## src/rtl/mrt_pkg.sv

```systemverilog
package mrt_pkg;

  typedef enum logic [2:0] {
    ST_IDLE,
    ST_WIN,
    ST_ARMED,
    ST_TX,
    ST_HOLD
  } mrt_state_t;

endpackage

```

## src/rtl/mrt_timebase.sv

```systemverilog
module mrt_timebase #(
  parameter int CNT_W = 9
) (
  input  logic             clk,
  input  logic             rst_n,
  input  logic             clear_i,
  input  logic             run_i,
  output logic [CNT_W-1:0] elapsed_o
);

  always_ff @(posedge clk or negedge rst_n) begin
    if (!rst_n)       elapsed_o <= '0;
    else if (clear_i) elapsed_o <= '0;
    else if (run_i)   elapsed_o <= elapsed_o + 1'b1;
  end

endmodule

```

## src/rtl/mrt_ctrl.sv

```systemverilog
module mrt_ctrl
  import mrt_pkg::*;
#(
  parameter int CNT_W      = 9,
  parameter int DATA_W     = 4,
  parameter int WIN_CLKS   = 48,
  parameter int LEAD_SYNC  = 94,
  parameter int LEAD_ASYNC = 98,
  parameter int RESP_CLKS  = 480
) (
  input  logic              clk,
  input  logic              rst_n,
  input  logic              rx_rise_i,
  input  logic              sync_i,
  input  logic [CNT_W-1:0]  elapsed_i,
  input  logic              tx_valid_i,
  input  logic [DATA_W-1:0] tx_data_i,
  input  logic              ser_done_i,
  output logic              tx_ready_o,
  output logic              busy_o,
  output logic              tb_clear_o,
  output logic              tb_run_o,
  output logic              ser_start_o,
  output logic [DATA_W-1:0] word_o
);

  localparam logic [CNT_W-1:0] WIN_LAST   = CNT_W'(WIN_CLKS - 1);
  localparam logic [CNT_W-1:0] RESP_LAST  = CNT_W'(RESP_CLKS - 1);
  localparam logic [CNT_W-1:0] SYNC_PRE   = CNT_W'(LEAD_SYNC - 1);
  localparam logic [CNT_W-1:0] ASYNC_PRE  = CNT_W'(LEAD_ASYNC - 1);

  mrt_state_t state_q, state_d;
  logic       mode_q;
  logic       accept;
  logic       resp_end;

  assign accept      = (state_q == ST_WIN) && tx_valid_i;
  assign resp_end    = (elapsed_i == RESP_LAST);
  assign tx_ready_o  = (state_q == ST_WIN);
  assign busy_o      = (state_q != ST_IDLE);
  assign tb_clear_o  = (state_q == ST_IDLE) && rx_rise_i;
  assign tb_run_o    = busy_o;
  assign ser_start_o = (state_q == ST_ARMED) &&
                       (elapsed_i == (mode_q ? SYNC_PRE : ASYNC_PRE));

  always_comb begin
    state_d = state_q;
    unique case (state_q)
      ST_IDLE:  if (rx_rise_i) state_d = ST_WIN;
      ST_WIN: begin
        if (accept)                      state_d = ST_ARMED;
        else if (elapsed_i == WIN_LAST)  state_d = ST_IDLE;
      end
      ST_ARMED: begin
        if (resp_end)         state_d = ST_IDLE;
        else if (ser_start_o) state_d = ST_TX;
      end
      ST_TX: begin
        if (resp_end)        state_d = ST_IDLE;
        else if (ser_done_i) state_d = ST_HOLD;
      end
      ST_HOLD:  if (resp_end) state_d = ST_IDLE;
      default:  state_d = ST_IDLE;
    endcase
  end

  always_ff @(posedge clk or negedge rst_n) begin
    if (!rst_n) begin
      state_q <= ST_IDLE;
      mode_q  <= 1'b0;
      word_o  <= '0;
    end else begin
      state_q <= state_d;
      if (tb_clear_o) mode_q <= sync_i;
      if (accept)     word_o <= tx_data_i;
    end
  end


  accept_closes_window_chk: assert property (@(posedge clk) disable iff (!rst_n)
    (tx_valid_i && tx_ready_o) |=> !tx_ready_o);


  window_needs_strobe_chk: assert property (@(posedge clk) disable iff (!rst_n)
    $rose(tx_ready_o) |-> $past(rx_rise_i));


  no_restart_when_busy_chk: assert property (@(posedge clk) disable iff (!rst_n)
    (busy_o && rx_rise_i && !resp_end && !(state_q == ST_WIN && elapsed_i == WIN_LAST))
      |=> busy_o && (elapsed_i == $past(elapsed_i) + 1'b1));


  done_inside_busy_chk: assert property (@(posedge clk) disable iff (!rst_n)
    ser_done_i |-> busy_o);

endmodule

```

## src/rtl/mrt_serializer.sv

```systemverilog
module mrt_serializer #(
  parameter int DATA_W    = 4,
  parameter int CELL_CLKS = 48
) (
  input  logic              clk,
  input  logic              rst_n,
  input  logic              start_i,
  input  logic [DATA_W-1:0] word_i,
  output logic              line_o,
  output logic              done_o
);

  localparam int FRAME_W  = DATA_W + 3;
  localparam int HALF     = CELL_CLKS / 2;
  localparam int PH_W     = $clog2(CELL_CLKS);
  localparam int IDX_W    = $clog2(FRAME_W);

  logic [FRAME_W-1:0] frame;
  logic [FRAME_W-1:0] shreg_q;
  logic [PH_W-1:0]    phase_q;
  logic [IDX_W-1:0]   cell_q;
  logic               active_q;

  assign frame[0]         = 1'b0;
  assign frame[DATA_W+1]  = ^word_i;
  assign frame[DATA_W+2]  = 1'b1;

  for (genvar i = 0; i < DATA_W; i++) begin : g_data
    assign frame[i+1] = word_i[i];
  end

  always_ff @(posedge clk or negedge rst_n) begin
    if (!rst_n) begin
      active_q <= 1'b0;
      shreg_q  <= '0;
      phase_q  <= '0;
      cell_q   <= '0;
      line_o   <= 1'b1;
      done_o   <= 1'b0;
    end else begin
      done_o <= 1'b0;
      if (start_i) begin
        active_q <= 1'b1;
        shreg_q  <= frame;
        phase_q  <= '0;
        cell_q   <= '0;
        line_o   <= frame[0];
      end else if (active_q) begin
        if (phase_q == PH_W'(CELL_CLKS - 1)) begin
          phase_q <= '0;
          if (cell_q == IDX_W'(FRAME_W - 1)) begin
            active_q <= 1'b0;
            line_o   <= 1'b1;
            done_o   <= 1'b1;
          end else begin
            cell_q  <= cell_q + 1'b1;
            shreg_q <= shreg_q >> 1;
            line_o  <= shreg_q[1];
          end
        end else begin
          phase_q <= phase_q + 1'b1;
          if (phase_q == PH_W'(HALF - 1)) line_o <= ~shreg_q[0];
        end
      end
    end
  end


  mid_cell_flip_chk: assert property (@(posedge clk) disable iff (!rst_n)
    (active_q && !start_i && phase_q == PH_W'(HALF - 1)) |=> (line_o != $past(line_o)));


  done_single_chk: assert property (@(posedge clk) disable iff (!rst_n)
    done_o |=> !done_o);


  idle_high_chk: assert property (@(posedge clk) disable iff (!rst_n)
    (!active_q && !start_i) |=> line_o);

endmodule

```

## src/rtl/mrt_reply_tx.sv

```systemverilog
module mrt_reply_tx #(
  parameter int QTR_CLKS       = 2,
  parameter int DATA_W         = 4,
  parameter int WIN_QTR        = 24,
  parameter int SYNC_LEAD_QTR  = 47,
  parameter int ASYNC_LEAD_QTR = 49,
  parameter int CELL_QTR       = 24,
  parameter int RESP_QTR       = 240
) (
  input  logic              clk,
  input  logic              rst_n,
  input  logic              rx_strb_i,
  input  logic              sync_i,
  input  logic              tx_valid_i,
  output logic              tx_ready_o,
  input  logic [DATA_W-1:0] tx_data_i,
  output logic              line_o,
  output logic              busy_o,
  output logic              done_o
);

  localparam int WIN_CLKS   = WIN_QTR * QTR_CLKS;
  localparam int LEAD_SYNC  = SYNC_LEAD_QTR * QTR_CLKS;
  localparam int LEAD_ASYNC = ASYNC_LEAD_QTR * QTR_CLKS;
  localparam int CELL_CLKS  = CELL_QTR * QTR_CLKS;
  localparam int RESP_CLKS  = RESP_QTR * QTR_CLKS;
  localparam int CNT_W      = $clog2(RESP_CLKS + 1);

  logic              rx_prev_q;
  logic              rx_rise;
  logic              tb_clear, tb_run, ser_start, ser_done;
  logic [CNT_W-1:0]  elapsed;
  logic [DATA_W-1:0] word;

  always_ff @(posedge clk or negedge rst_n) begin
    if (!rst_n) rx_prev_q <= 1'b0;
    else        rx_prev_q <= rx_strb_i;
  end

  assign rx_rise = rx_strb_i && !rx_prev_q;

  mrt_timebase #(.CNT_W(CNT_W)) i_timebase (
    .clk       (clk),
    .rst_n     (rst_n),
    .clear_i   (tb_clear),
    .run_i     (tb_run),
    .elapsed_o (elapsed)
  );

  mrt_ctrl #(
    .CNT_W      (CNT_W),
    .DATA_W     (DATA_W),
    .WIN_CLKS   (WIN_CLKS),
    .LEAD_SYNC  (LEAD_SYNC),
    .LEAD_ASYNC (LEAD_ASYNC),
    .RESP_CLKS  (RESP_CLKS)
  ) i_ctrl (
    .clk         (clk),
    .rst_n       (rst_n),
    .rx_rise_i   (rx_rise),
    .sync_i      (sync_i),
    .elapsed_i   (elapsed),
    .tx_valid_i  (tx_valid_i),
    .tx_data_i   (tx_data_i),
    .ser_done_i  (ser_done),
    .tx_ready_o  (tx_ready_o),
    .busy_o      (busy_o),
    .tb_clear_o  (tb_clear),
    .tb_run_o    (tb_run),
    .ser_start_o (ser_start),
    .word_o      (word)
  );

  mrt_serializer #(
    .DATA_W    (DATA_W),
    .CELL_CLKS (CELL_CLKS)
  ) i_ser (
    .clk     (clk),
    .rst_n   (rst_n),
    .start_i (ser_start),
    .word_i  (word),
    .line_o  (line_o),
    .done_o  (ser_done)
  );

  assign done_o = ser_done;


  low_only_when_busy_chk: assert property (@(posedge clk) disable iff (!rst_n)
    !line_o |-> busy_o);


  ready_implies_busy_chk: assert property (@(posedge clk) disable iff (!rst_n)
    tx_ready_o |-> busy_o);

endmodule

```

## config.mk

```make
export PLATFORM = sky130hd
export DESIGN_NAME = mrt_reply_tx
export DESIGN_NICKNAME = d
export VERILOG_FILES = /design/src/rtl/mrt_pkg.sv /design/src/rtl/mrt_timebase.sv /design/src/rtl/mrt_ctrl.sv /design/src/rtl/mrt_serializer.sv /design/src/rtl/mrt_reply_tx.sv
export SDC_FILE = /design/constraint.sdc
export NUM_CORES = 1
export LEC_CHECK = 0
export ABC_CLOCK_PERIOD_IN_PS = 5100
export CAP_MARGIN = 20
export CORE_AREA = 8 8 79 81
export CTS_CLUSTER_DIAMETER = 60
export DETAILED_ROUTE_END_ITERATION = 8
export DIE_AREA = 0 0 87 89
export GPL_TIMING_DRIVEN = 1
export MAX_ROUTING_LAYER = met4
export SKIP_CTS_REPAIR_TIMING = 1
export SLEW_MARGIN = 20
export SYNTH_ARGS = -nofsm -noshare
export SYNTH_HDL_FRONTEND = slang
export SYNTH_SLANG_ARGS = --single-unit
```

## constraint.sdc

```tcl
create_clock -name clk -period 5.1 [get_ports clk]
set_input_delay 1.02 -clock clk [delete_from_list [all_inputs] [get_ports clk]]
set_output_delay 1.02 -clock clk [all_outputs]
set_load 0.02 [all_outputs]
```

## Yosys cells after proc, flatten, opt, wreduce, memory -nomap -nowiden

Index checks and enable logic that the tools add are counted.

- Register bits: 37
- Logic and storage cells: 82
- Input port bits: 9

- Eq/ne operators: 16
- Bitwise logic cells: 1
- $add $sub $neg: 3
- Reduce and logical (&&, ||, !) cells: 15
- Multiplexer cells: 36

Operators with widths:

| operator | count |
|---|---|
| $mux W3 | 12 |
| $mux W7 | 4 |
| $mux W6 | 4 |
| $mux W9 | 2 |
| $pmux W3 S5 | 1 |
| $mux W1 | 13 |
| $add A9 B1 Y9 const B | 1 |
| $eq A9 B6 Y1 const B | 1 |
| $eq A9 B9 Y1 | 1 |
| $eq A9 B9 Y1 const B | 1 |
| $add A6 B1 Y6 const B | 1 |
| $eq A3 B2 Y1 const B | 2 |
| $eq A3 B3 Y1 const B | 2 |
| $eq A6 B5 Y1 const B | 1 |
| $eq A6 B6 Y1 const B | 1 |
| $ne A2 B1 Y1 const B | 3 |
| $ne A3 B1 Y1 const B | 2 |
| $reduce_bool A2 Y1 | 3 |
| $reduce_bool A3 Y1 | 2 |
| $reduce_and A5 Y1 | 1 |
| $logic_and A1 B1 Y1 | 4 |
| $reduce_xor A4 Y1 | 1 |
| $add A3 B1 Y3 const B | 1 |
| $eq A3 B1 Y1 const B | 1 |
| other kinds (6) | 6 |

## Depth between registers and ports, before layout

- Depth in word-level cells: 6
- Mapped depth: 7
- Gate-level depth less buffers: 7

## Modules after synthesis

A second synthesis with hierarchy kept.

- Cells, all modules: 192
- Area total of the unflattened synthesis: 1971.9 um2

Modules (own cells, without submodules):

| module | cells each | instances | area an instance (um2) | sequential area each (um2) |
|---|---|---|---|---|
| mrt_serializer | 97 | 1 | 982.2 | 476.7 |
| mrt_ctrl | 50 | 1 | 491.7 | 200.2 |
| mrt_timebase | 43 | 1 | 459.2 | 225.2 |
| mrt_reply_tx | 2 | 1 | 38.8 | 25.0 |

## Least setup slack after synthesis

No wires, ideal clock.

- Path type: register to output
- Start point: reg i_ctrl.state_q[1]
- End point: out tx_ready_o
- Cell stages (with the launch flop): 2
- Data required time: 4.080 ns
- Setup slack: 3.030 ns
- Arrival time: 1.050 ns
- Cells stage by stage: dfrtp_1 > nor3b_1

- Word-level cells in the longest chain between the ends: 1

RTL lines:

| what | line | RTL |
|---|---|---|
| from (decl) | mrt_ctrl.sv:32 | `mrt_state_t state_q, state_d;` |
| from (signal assigned) | mrt_ctrl.sv:73 | `state_q <= state_d;` |
| $eq A3 B1 Y1 | mrt_ctrl.sv:39 | `assign tx_ready_o = (state_q == ST_WIN);` |
| to (decl) | mrt_reply_tx.sv:15 | `output logic tx_ready_o,` |

No other way between the ends.

## Final worst setup path

- Start point: reg i_ctrl.state_q[1]
- End point: out busy_o

- Word-level cells in the longest chain between the ends: 1

RTL lines:

| what | line | RTL |
|---|---|---|
| $reduce_bool A3 Y1 | mrt_ctrl.sv:40 | `assign busy_o = (state_q != ST_IDLE);` |
| to (decl) | mrt_reply_tx.sv:18 | `output logic busy_o,` |

No other way between the ends.

==> qor.json <==
{
  "global_route.overflow_total": {"value": 0},
  "finalSetupTns": {"value": 0, "unit": "ns"},
  "fin_total_pwr": {"value": 0.00107, "unit": "W"},
  "synth.top_cell.area_share": {"value": 47.0, "unit": "%"},
  "syn_to_final_growth": {"value": 16.8, "unit": "%"},
  "route.vias.total": {"value": 1343},
  "y_dimension_of_the_die": {"value": 89, "unit": "um"},
  "yosys-top-cells-count": {"value": "dfrtp_1, nor2_1, nand2_1, o21ai_0, mux2_2"},
  "power.density": {"value": 479, "unit": "nW/um^2"},
  "finish.instance_area": {"value": 2240, "unit": "um^2"},
  "finalCritPeriodShare": {"value": 58.7, "unit": "%"},
  "place.gp.congestion": {"value": 0.822},
  "critical_path.endpoint_type": {"value": "output pin"},
  "setup.worst_path.end": {"value": "busy_o"},
  "cts_buffers": {"value": 5},
  "worst_reg2reg_endpoint": {"value": "i_ser.shreg_q[4]"},
  "tritoncts": {"value": "built"},
  "first_global_vias": {"value": 1316},
  "timing.reg2reg.worst_path_depth": {"value": 5},
  "yosysWarnings": {"value": 0},
  "vdd_drop_max": {"value": 0.305, "unit": "mV"},
  "async_set_or_reset_flop_fraction_in_the_synthesized_netlist": {"value": 100, "unit": "%"},
  "htreeDepth": {"value": 2},
  "leakagePower": {"value": 0.989, "unit": "nW"},
  "wl_per_cell": {"value": 13.3, "unit": "um"},
  "syn_area": {"value": 1920, "unit": "um^2"},
  "cp.required": {"value": 4.08, "unit": "ns"},
  "worst_pin_slew": {"value": 0.814, "unit": "ns"},
  "slew_viol_final": {"value": 0},
  "timing.critical_path.from": {"value": "i_ctrl.state_q[1]"},
  "route.detailed.drc": {"value": 0},
  "antenna_found_initial": {"value": 0},
  "crit_arrival": {"value": 1.97, "unit": "ns"},
  "min_path_type": {"value": "register to register"},
  "drtAntennaViolNets": {"value": 0},
  "syn_avg_cell_area": {"value": 10.8, "unit": "um^2"},
  "critical_path.max_fanout": {"value": 9},
  "setup.worst_path.class": {"value": "register to output pin"},
  "clkSlewWorstSetupHoldPaths": {"value": 0.08, "unit": "ns"},
  "core_region_area": {"value": 4980, "unit": "um^2"},
  "final-hold-violation-count": {"value": 0},
  "detailed_place_hpwl": {"value": 2470, "unit": "um"},
  "synth_most_common_cell": {"value": "dfrtp_1"},
  "drt_pass1_iterations": {"value": 4},
  "rows": {"value": 26},
  "netlist_top_cells_area": {"value": "dfrtp_1, mux2_2, nor2_1"},
  "worst_skew_late_latency": {"value": 0.29, "unit": "ns"},
  "timing.clock.skew": {"value": 0.00911, "unit": "ns"},
  "status": {"value": "completed"},
  "die_w": {"value": 87, "unit": "um"},
  "timing.slew.headroom": {"value": 45.7, "unit": "%"},
  "finalSetupViolCount": {"value": 0},
  "route.detailed.vias_per_inst": {"value": 5.07},
  "postSynthRegisterBits": {"value": 37},
  "n_antenna_cell": {"value": 0},
  "initialDrtViolationCount": {"value": 58},
  "top_level_port_count": {"value": 13},
  "dpl-instance-area": {"value": 2100, "unit": "um^2"},
  "r2r_setup_slack": {"value": 2.97, "unit": "ns"},
  "fp.dieArea": {"value": 7740, "unit": "um^2"},
  "synth-seq-area-share": {"value": 48.4, "unit": "%"},
  "synth_nets": {"value": 192},
  "synth_enable_flop_cells": {"value": 0},
  "grt_start_max_net_pins": {"value": 38},
  "max_freq": {"value": 0.334, "unit": "GHz"},
  "nFillCells": {"value": 485},
  "finalWorstPathRequiredPeriod": {"value": 2.99, "unit": "ns"},
  "yosys_most_used_dff": {"value": "dfrtp_1"},
  "synthCells": {"value": 178},
  "cts_root_buffer": {"value": "clkbuf_8"},
  "area.sequential": {"value": 927, "unit": "um^2"},
  "io_buffer_count": {"value": 12},
  "drt-total-wl": {"value": 3540, "unit": "um"},
  "track_usage": {"value": 10.4, "unit": "%"},
  "grt_first_pass_wirelength": {"value": 6020, "unit": "um"},
  "synth_largest_area_cell": {"value": "dfrtp_1"},
  "setup_repair_after_global_routing_missed_its_margin": {"value": "no"},
  "effective_utilization_at_floorplan": {"value": 38.5, "unit": "%"},
  "cap_viol_max_count": {"value": 0},
  "cts.path.max_buffers": {"value": 2},
  "synth.lib_cells_used.distinct": {"value": 45},
  "cts_num_sinks": {"value": 37},
  "drive_above_1_share": {"value": 15.9, "unit": "%"},
  "final_net_count": {"value": 208},
  "combined_area_of_the_multi_input_logic_cells": {"value": 962, "unit": "um^2"},
  "worst_r2r_startpoint": {"value": "i_timebase.elapsed_o[2]"},
  "cp-start-kind": {"value": "register"}
}
## cell usage in the layout (no fill, tap or decap), types with 3 or more instances in the layout
| cell | Yosys | final |
|---|---|---|
| mux2_2 | 10 | 10 |
| mux2_4 | 4 | 4 |
| and3_1 | 3 | 3 |
| ha_1 | 5 | 5 |
| nand3b_1 | 3 | 3 |
| nand3_1 | 5 | 5 |
| dfrtp_1 | 36 | 36 |
| nor2b_1 | 5 | 5 |
| o21ai_0 | 12 | 12 |
| clkdlybuf4s50_1 | 0 | 11 |
| xor2_1 | 3 | 3 |
| nor2_1 | 17 | 17 |
| clkbuf_8 | 0 | 5 |
| mux2i_1 | 5 | 5 |
| xnor2_1 | 4 | 4 |
| nand4_1 | 4 | 4 |
| nand2_1 | 16 | 16 |
| a21oi_1 | 8 | 8 |
| inv_1 | 3 | 3 |
## metal layers
layer  wire, um  track usage (%)  part of all wire, %  vias to the layer above
li1           -                -                    -                      670
met1       1860             12.8                   53                      640
met2       1520             15.3                   43                       27
met3         91             2.76                  2.6                        6
met4         71             5.63                  2.0                        0
met5          0                -                    0                        -
## worst min path at each step
stage                      from               end  slack [ns]  depth (start not counted)
2_1_floorplan  i_ser.shreg_q[6]  i_ser.shreg_q[6]        0.45                          1
3_3_place_gp   i_ser.shreg_q[6]  i_ser.shreg_q[6]        0.47                          1
3_5_place_dp   i_ser.shreg_q[6]  i_ser.shreg_q[6]        0.47                          1
4_1_cts        i_ser.shreg_q[6]  i_ser.shreg_q[6]        0.49                          1
5_1_grt        i_ser.shreg_q[6]  i_ser.shreg_q[6]        0.53                          1
6_report       i_ser.shreg_q[6]  i_ser.shreg_q[6]        0.49                          1
## through the flow
| stage | util, % | instances | hold WS, ns | setup WS, ns |
|---|---|---|---|---|
| 4_1_cts | 44.9 | 265 | 0.494 | 2.09 |
| 6_report | 44.9 | 265 | 0.492 | 2.11 |
| 3_5_place_dp | 42.3 | 257 | 0.471 | 2.40 |
| 3_3_place_gp | 42.3 | 257 | 0.468 | 2.44 |
| 2_1_floorplan | - | 178 | 0.449 | 3.03 |
| 5_1_grt | 44.9 | 265 | 0.526 | 1.97 |
## where the power goes
part / switching (W) / leakage [nW] / total [W] / internal [W]
Combinational: 0.000153 / 0.434 / 0.000307 / 0.000154
Sequential: 0.0000957 / 0.487 / 0.000463 / 0.000367
Clock: 0.000108 / 0.0681 / 0.000303 / 0.000194
## critical path, cell delays in order, from the launching register on
cell and delay, ns:
dfrtp_1 0.46, nor3_2 0.44, inv_1 0.20, clkdlybuf4s50_1 0.58
## flip-flops by register name, summed over array words and instances, names as in the netlist, 3 cells and up
register	flops
i_timebase.elapsed_o	9
i_ser.shreg_q	7
i_ser.phase_q	6
i_ctrl.word_o	4
i_ctrl.state_q	3
i_ser.cell_q	3
## cell type report
| class | count | share of cell area, % |
|---|---|---|
| Multi-Input combinational cell | 135 | 43.0 |
| Sequential cell | 37 | 41.4 |
| Timing Repair Buffer | 12 | 5.15 |
| Tap cell | 70 | 3.91 |
| Clock buffer | 5 | 3.08 |
| Clock inverter | 3 | 2.91 |
| Inverter | 3 | 0.503 |
## kinds of logic (layout without fill, tap and decap cells)
logic type,after synthesis,in the layout,share of synthesized area (%)
AOI/OAI and AO/OA,34,34,11.0
xor gates and xnor gates,7,7,3.20
adders and majority gates,5,5,3.27
buffers and inverters,6,23,1.37
DFF,37,37,48.4
muxes,19,19,11.6
and+or+nand+nor,70,70,21.2
Power figures use the tool's default switching activity.
